<file path="src/rtl/ovl_pin_pkg.sv">
package ovl_pin_pkg;

    typedef enum logic [1:0] {
        PWM_IDLE = 2'd0,
        PWM_HIGH = 2'd1,
        PWM_LOW  = 2'd2,
        PWM_PARK = 2'd3
    } pwm_state_e;

endpackage

</file>
<file path="src/rtl/ovl_sync_edge.sv">
module ovl_sync_edge #(
    parameter int STAGES = 2
) (
    input  logic clk,
    input  logic rst_n,
    input  logic sig_n,
    output logic fall
);
    // Chain of STAGES synchronizer flops plus one history flop.
    logic [STAGES:0] sh_q;

    always_ff @(posedge clk or negedge rst_n) begin
        if (!rst_n) begin
            sh_q <= '1;
        end else begin
            sh_q <= {sh_q[STAGES-1:0], sig_n};
        end
    end

    // A high-to-low step between the two oldest samples marks a line start.
    assign fall = sh_q[STAGES] & ~sh_q[STAGES-1];

endmodule

</file>
<file path="src/rtl/ovl_pwm_div.sv">
module ovl_pwm_div
    import ovl_pin_pkg::*;
#(
    parameter int HALF   = 5,
    parameter int PER_LO = 32,
    parameter int PER_HI = 48
) (
    input  logic       clk,
    input  logic       rst_n,
    input  logic       line_start,
    input  logic       mode_hi,
    output logic       pwm_hi,
    output pwm_state_e state
);
    localparam int PER_MAX = (PER_HI > PER_LO) ? PER_HI : PER_LO;
    localparam int PH_W    = (HALF > 1) ? $clog2(HALF) : 1;
    localparam int PER_W   = $clog2(PER_MAX + 1);
    localparam logic [PH_W-1:0]  PH_LAST = PH_W'(HALF - 1);

    pwm_state_e       state_q, state_d;
    logic [PH_W-1:0]  ph_q, ph_d;
    logic [PER_W-1:0] per_q, per_d;
    logic [PER_W-1:0] lim_q, lim_d;

    // State register process.
    always_ff @(posedge clk or negedge rst_n) begin
        if (!rst_n) begin
            state_q <= PWM_IDLE;
            ph_q    <= '0;
            per_q   <= '0;
            lim_q   <= PER_W'(PER_LO);
        end else begin
            state_q <= state_d;
            ph_q    <= ph_d;
            per_q   <= per_d;
            lim_q   <= lim_d;
        end
    end

    // Next-state logic.
    always_comb begin
        state_d = state_q;
        ph_d    = ph_q;
        per_d   = per_q;
        lim_d   = lim_q;
        if (line_start) begin
            // LINE_START: restart on a high half, latch the period budget.
            state_d = PWM_HIGH;
            ph_d    = '0;
            per_d   = '0;
            lim_d   = mode_hi ? PER_W'(PER_HI) : PER_W'(PER_LO);
        end else begin
            unique case (state_q)
                PWM_IDLE: begin
                    state_d = PWM_IDLE;
                end
                PWM_HIGH: begin
                    if (ph_q == PH_LAST) begin
                        // HALF_DONE
                        state_d = PWM_LOW;
                        ph_d    = '0;
                    end else begin
                        ph_d = ph_q + 1'b1;
                    end
                end
                PWM_LOW: begin
                    if (ph_q == PH_LAST) begin
                        ph_d = '0;
                        if (per_q == lim_q - PER_W'(1)) begin
                            // LINE_DONE
                            state_d = PWM_PARK;
                        end else begin
                            // NEXT_PERIOD
                            state_d = PWM_HIGH;
                            per_d   = per_q + 1'b1;
                        end
                    end else begin
                        ph_d = ph_q + 1'b1;
                    end
                end
                PWM_PARK: begin
                    state_d = PWM_PARK;
                end
                default: begin
                    state_d = PWM_IDLE;
                end
            endcase
        end
    end

    assign pwm_hi = (state_q == PWM_HIGH);
    assign state  = state_q;

endmodule

</file>
<file path="src/rtl/ovl_pin_mux.sv">
module ovl_pin_mux #(
    parameter int RGB_W = 3
) (
    input  logic             clk,
    input  logic             rst_n,
    input  logic             pwm_en,
    input  logic             pwm_hi,
    input  logic             osd_en,
    input  logic             win_active,
    input  logic             char_active,
    input  logic             fb_chars_only,
    input  logic [RGB_W-1:0] rgb_in,
    output logic             aux_q,
    output logic             fb_q,
    output logic             fb_oe_q,
    output logic [RGB_W-1:0] rgb_q,
    output logic             rgb_oe_q
);
    logic shown;
    logic halftone;
    logic fb_level;

    always_comb begin
        shown    = osd_en & (win_active | char_active);
        halftone = osd_en & win_active & ~char_active;
        fb_level = fb_chars_only ? char_active : 1'b1;
    end

    // Output register process: every pin leaves a flop.
    always_ff @(posedge clk or negedge rst_n) begin
        if (!rst_n) begin
            aux_q    <= 1'b0;
            fb_q     <= 1'b0;
            fb_oe_q  <= 1'b0;
            rgb_q    <= '0;
            rgb_oe_q <= 1'b0;
        end else begin
            aux_q    <= pwm_en ? pwm_hi : halftone;
            fb_oe_q  <= shown;
            fb_q     <= shown & fb_level;
            rgb_oe_q <= osd_en;
            rgb_q    <= osd_en ? rgb_in : '0;
        end
    end

endmodule

</file>
<file path="src/rtl/ovl_pin_ctrl.sv">
module ovl_pin_ctrl
    import ovl_pin_pkg::*;
#(
    parameter int DIV         = 10,
    parameter int LINE_PER_LO = 32,
    parameter int LINE_PER_HI = 48,
    parameter int SYNC_STAGES = 2,
    parameter int RGB_W       = 3
) (
    input  logic             clk,
    input  logic             rst_n,
    input  logic             hsync_n,
    input  logic             mode_hi,
    input  logic             pwm_en,
    input  logic             fb_chars_only,
    input  logic             osd_en,
    input  logic             win_active,
    input  logic             char_active,
    input  logic [RGB_W-1:0] rgb_in,
    output logic             aux_pin,
    output logic             fb_pin,
    output logic             fb_oe,
    output logic [RGB_W-1:0] rgb_pin,
    output logic             rgb_oe
);
    localparam int HALF = DIV / 2;

    logic       line_start;
    logic       pwm_hi;
    pwm_state_e pwm_state;

    ovl_sync_edge #(
        .STAGES(SYNC_STAGES)
    ) u_sync (
        .clk  (clk),
        .rst_n(rst_n),
        .sig_n(hsync_n),
        .fall (line_start)
    );

    ovl_pwm_div #(
        .HALF  (HALF),
        .PER_LO(LINE_PER_LO),
        .PER_HI(LINE_PER_HI)
    ) u_div (
        .clk       (clk),
        .rst_n     (rst_n),
        .line_start(line_start),
        .mode_hi   (mode_hi),
        .pwm_hi    (pwm_hi),
        .state     (pwm_state)
    );

    ovl_pin_mux #(
        .RGB_W(RGB_W)
    ) u_mux (
        .clk          (clk),
        .rst_n        (rst_n),
        .pwm_en       (pwm_en),
        .pwm_hi       (pwm_hi),
        .osd_en       (osd_en),
        .win_active   (win_active),
        .char_active  (char_active),
        .fb_chars_only(fb_chars_only),
        .rgb_in       (rgb_in),
        .aux_q        (aux_pin),
        .fb_q         (fb_pin),
        .fb_oe_q      (fb_oe),
        .rgb_q        (rgb_pin),
        .rgb_oe_q     (rgb_oe)
    );

endmodule

</file>
<file path="config.mk">
export PLATFORM = sky130hd
export DESIGN_NAME = ovl_pin_ctrl
export DESIGN_NICKNAME = d
export VERILOG_FILES = /design/src/rtl/ovl_pin_pkg.sv /design/src/rtl/ovl_sync_edge.sv /design/src/rtl/ovl_pwm_div.sv /design/src/rtl/ovl_pin_mux.sv /design/src/rtl/ovl_pin_ctrl.sv
export SDC_FILE = /design/constraint.sdc
export NUM_CORES = 1
export LEC_CHECK = 0
export ABC_CLOCK_PERIOD_IN_PS = 3500
export BUFFER_PORTS_ARGS = -buffer_cell sky130_fd_sc_hd__buf_2
export CORE_ASPECT_RATIO = 1.1
export CORE_MARGIN = 2
export CORE_UTILIZATION = 40
export CTS_BUF_LIST = sky130_fd_sc_hd__clkbuf_4 sky130_fd_sc_hd__clkbuf_8
export CTS_CLUSTER_SIZE = 20
export DETAILED_ROUTE_END_ITERATION = 10
export PLACE_DENSITY_LB_ADDON = 0.15
export SLEW_MARGIN = 20
export SYNTH_ARGS = -nofsm -noshare
export SYNTH_HDL_FRONTEND = slang
export SYNTH_HIERARCHICAL = 1
export SYNTH_SLANG_ARGS = --single-unit
</file>
<file path="constraint.sdc">
create_clock -name clk -period 3.5 [get_ports clk]
set_input_delay 0.7 -clock clk [delete_from_list [all_inputs] [get_ports clk]]
set_output_delay 0.7 -clock clk [all_outputs]
set_load 0.05 [all_outputs]
</file>
* Word-level counts from Yosys, hierarchy flattened
Index checks and enable logic that the tools add are counted.
** Operators by class
- Bitwise gates (word level) :: 8
- Mux-type cells :: 16
- Add/subtract/negate cells :: 3
- Reductions and logical operators :: 7
- Eq/ne operators :: 8
** Operators by type and width (number)
- 6-bit 2-to-1 mux :: 4
- 3-bit 2-to-1 mux :: 4
- 2-bit 2-to-1 mux :: 4
- 2-bit one-hot mux with 4 select lines :: 1
- 6-bit by 1-bit adder with 6-bit output (second input constant) :: 1
- 6-bit equality test :: 1
- 2-bit nonzero test :: 3
- 6-bit by 1-bit subtractor with 6-bit output (second input constant) :: 1
- 1-bit bitwise AND :: 5
- 5-bit 2-to-1 mux :: 1
- 2-bit equality test (second input constant) :: 2
- 3-bit by 1-bit adder with 3-bit output (second input constant) :: 1
- 3-bit equality test (second input constant) :: 1
- 3-bit by 2-bit != test with 1-bit output (second input constant) :: 1
- 3-bit != test (second input constant) :: 1
- 3-bit AND reduction :: 1
- 2-bit by 1-bit equality test with 1-bit output (second input constant) :: 1
- 2-bit logical NOT :: 1
- 1-bit 2-to-1 mux :: 2
- 2-bit != test (second input constant) :: 1
- 1-bit inverter :: 2
- 2-bit AND reduction :: 1
- 2-bit OR reduction :: 1
- 1-bit bitwise OR :: 1
** Word-level totals
- Word-level logic and storage cells :: 52
- Input port bits :: 12
- Flip-flop bits (word level) :: 27
- Output and inout port bits :: 7

* Logic depth before layout (Yosys ltp)
- Word-level depth :: 6
- Gate-level depth with buffers :: 6
- Mapped depth without buffers :: 6

* Modules after synthesis
The synthesis kept the hierarchy.
** By module, submodules not included
- ovl_pwm_div :: cells each 71, area each 716.9 sq um, seq. area each 300.3 sq um, instances 1
- ovl_pin_mux :: cells each 15, area each 229.0 sq um, seq. area each 175.2 sq um, instances 1
- ovl_sync_edge :: cells each 4, area each 92.6 sq um, seq. area each 78.8 sq um, instances 1

* Worst setup path after synthesis
Ideal clock, no wire load.
- Path kind :: register to register
- From :: register u_div.state_q[0], in the netlist u_div/state[0]
- To :: register u_div.per_q[5]
- Setup time :: 0.078 ns
- Arrival time :: 1.573 ns
- Clock period less this slack :: 1.651 ns
- Buffers on the path :: 0
- Setup slack :: 1.849 ns
- Cell stages (with the launch flop) :: 7
- Required time :: 3.422 ns
- Cell sequence :: dfrtp_1 -> inv_1 -> ha_1 -> and3_4 -> nand4_4 -> or4_1 -> a21oi_1
** On the way
- Word-level cells in the longest chain between the ends :: 3
** Ends and longest elaborated chain
- from (decl) :: line ovl_pwm_div.sv:20 : pwm_state_e state_q, state_d;
- from (signal assigned) :: line ovl_pwm_div.sv:33 : state_q <= state_d;
- 2-bit equality test :: line ovl_pwm_div.sv:53 : unique case (state_q)
- 2-bit nonzero test (no source line)
- 3-bit AND reduction (no source line)
- to (signal assigned) :: line ovl_pwm_div.sv:35 : per_q <= per_d;
- to (decl) :: line ovl_pwm_div.sv:22 : logic [PER_W-1:0] per_q, per_d;
Every way passes these cells.
A chain may end at the register's enable or synchronous reset.

* Worst setup path in the final report
Same ends and word-level chain as after synthesis.

==> out/qor.yml <==
syn_nets: 108
gr-total-overflow: 0
status: "complete, no violations"
crit_slowest_cell: "or4_1"
grt_start_max_net_pins: 23
synth_top_area_cell: "dfrtp_1"
period_minus_slack_ps: 1770
cts.clk_slew.worst_paths_ps: 120
drive_gt1_frac: 0.297
final_util: 0.492
vias: 708
cap_violations: 0
num_rows: 19
clkLatencyLatePin_ps: 300
yosysSeqAreaShare: 0.534
worst_pin_slew_ps: 477
slowest_delay_ps: 470
die_h_um: 57.4
rsz0062_at_grt: "false"
drt_iter0_drc: 7
track_usage: 0.130
cts_root_buf: "clkbuf_4"
ys_top_cells_by_area: "dfrtp_1 46%, dfstp_2 7.6%, ha_1 7.2%, nor2_1 4.0%, a21oi_1 2.9%"
dr.pass1.iters: 2
syn_inst: 90
area_delta_synth_final_pct: 17.1
cts_buffers: 3
maxSlewHeadroom: 0.682
ir_worst_vdd_v: 0.000409
cp-start-kind: "flop"
cp_top_family: "simple AND/OR/NAND/NOR gates"
final_cell_mix: "19 x dfrtp_1, 18 x buf_2, 11 x nor2_1"
floorplan.die_area_um2: 3020
synth_cell_types: 33
finalSetupTns_ps: 0
max_clock_freq_mhz: 566
cts_hold_buf: 0
cp_num_buf_inv: 1
crit_arrival_ps: 2000
port_buffers: 18
ant_nets: 0
grt_pass1_vias: 687
hpwlAfterDp_mm: 1.27
yosys_register_bits: 22
final_hold_viol_count: 0
setup_viol: 0
diodes: 0
period_share: 0.505
cp_cell_sequence: "inv_1, ha_1, and3_4, nand4_4, or4_1, a21oi_1"
cts_tree: "yes"
ios: 19
critPathMaxFanout: 5
p_leak_nw: 0.569
grt_first_pass_wirelength_mm: 2.92
clock_path_buffers: 2
finalClockSkew_ps: 4.76
ys.flop_type: "dfrtp_1"
postSynth.asyncResetShare: 1.00
post-cts-setup-buffers: 0
synth_top_area_frac: 0.458
clkSinkCount: 22
avgRoutedWirePerCell_um: 12.0
gp_congestion: 0.791
final_nets: 130
drc_errors: 0
end_kind: "flop"
fp.dieW_um: 52.6
pwr_density_cell_nw_per_um2: 615
yosysWarnings: 6
synth_area_um2: 1040
synth_edf_count: 0
crit_cells: 6
crit_required_ps: 3730
cts_resized: 0
final_common_cell: "dfrtp_1"
initial_utilization: 0.420
fp.coreArea_um2: 2470
drv_slew: 0
antenna_found_initial: 0
fillers: 240
min_path_type: "input pin to asynchronous set/reset pin"
path_class: "flop to flop"
routed_wl_mm: 1.70
avgSynthCellArea_um2: 11.5
hold-worst-slack_ps: 333
r2r_cells: 6
via_per_inst: 4.99
cts_max_level: 1
-- sequential cells by signal, summed over array words and instances, names as in the netlist --
register / flops
u_div/per_q: 6
u_div/ph_q: 3
u_mux/rgb_q: 3
u_sync/sh_q: 3
u_div/state: 2
u_div/lim_q: 1
u_mux/aux_q: 1
u_mux/fb_oe_q: 1
u_mux/fb_q: 1
u_mux/rgb_oe_q: 1
-- cell families after synthesis --
group	count (synthesis)	share of synthesized area
buffers and inverters	5	0.0181
AO/OA/AOI/OAI	19	0.128
multiplexers	4	0.0446
flip-flops	22	0.534
adder cells (fa/ha/maj)	7	0.0819
AND/OR/NAND/NOR	33	0.194
-- report_power, final --
| group | internal, W | switching [W] |
|---|---|---|
| combinational | 0.0000937 | 0.000133 |
| clock | 0.000116 | 0.0000740 |
| sequential | 0.000295 | 0.0000361 |
| total | 0.000504 | 0.000244 |
-- Yosys cell counts, types with 2 or more instances --
cell type and n:
ha_1 6, nand2b_1 2, and2_1 3, o21ai_0 3
nand3_1 3, nor2b_1 2, inv_1 4, mux2i_1 2
dfstp_2 3, a21oi_1 6, nand2_1 3, nor2_1 11
dfrtp_1 19, a211oi_1 3, o21a_1 2
-- routing by layer --
| layer | GRT usage | vias to the layer above | wire [um] |
|---|---|---|---|
| met2 | 0.207 | 4 | 829 |
| met4 | 0.0659 | 0 | 18 |
| met1 | 0.168 | 345 | 819 |
| met5 | 0 | - | 0 |
| met3 | 0.0236 | 2 | 35 |
| li1 | - | 357 | - |
-- metrics by stage --
step	instances	total power [W]	area (um^2)	setup WS, ps
2_1_floorplan	90	0.000508	1040	1850
3_3_place_gp	138	0.000557	1160	1810
3_5_place_dp	138	0.000563	1160	1770
4_1_cts	142	0.000758	1220	1730
5_1_grt	142	0.000799	1220	1640
6_report	142	0.000748	1220	1730
-- layout make-up --
cell class              count  area, um^2  share of cell area
well taps                  31        38.8              0.0319
clock inverters             1        30.0              0.0247
clock buffers               3        22.5              0.0185
repair buffers             18        90.1              0.0741
flip-flops and latches     22         554               0.456
inverters                   4        15.0              0.0123
multi-input cells          63         465               0.383
-- worst reg2reg max path, stage by stage (launching register included) --
cell and delay (ps):
dfrtp_1 440, inv_1 70, ha_1 220, and3_4 240, nand4_4 110, or4_1 470, a21oi_1 150
-- final timing paths --
check / to / slack [ps] / start
max in group asynchronous: u_sync/sh_q[0] / 2820 / rst_n
hold reg to reg: u_sync/sh_q[1] / 370 / u_sync/sh_q[0]
min in group clk: u_sync/sh_q[1] / 370 / u_sync/sh_q[0]
hold / removal: u_div/per_q[4] / 330 / rst_n
setup reg to reg: u_div/per_q[5] / 1730 / u_div/state[0]
setup / recovery: u_div/per_q[5] / 1730 / u_div/state[0]
(Power assumes the default switching activity.)
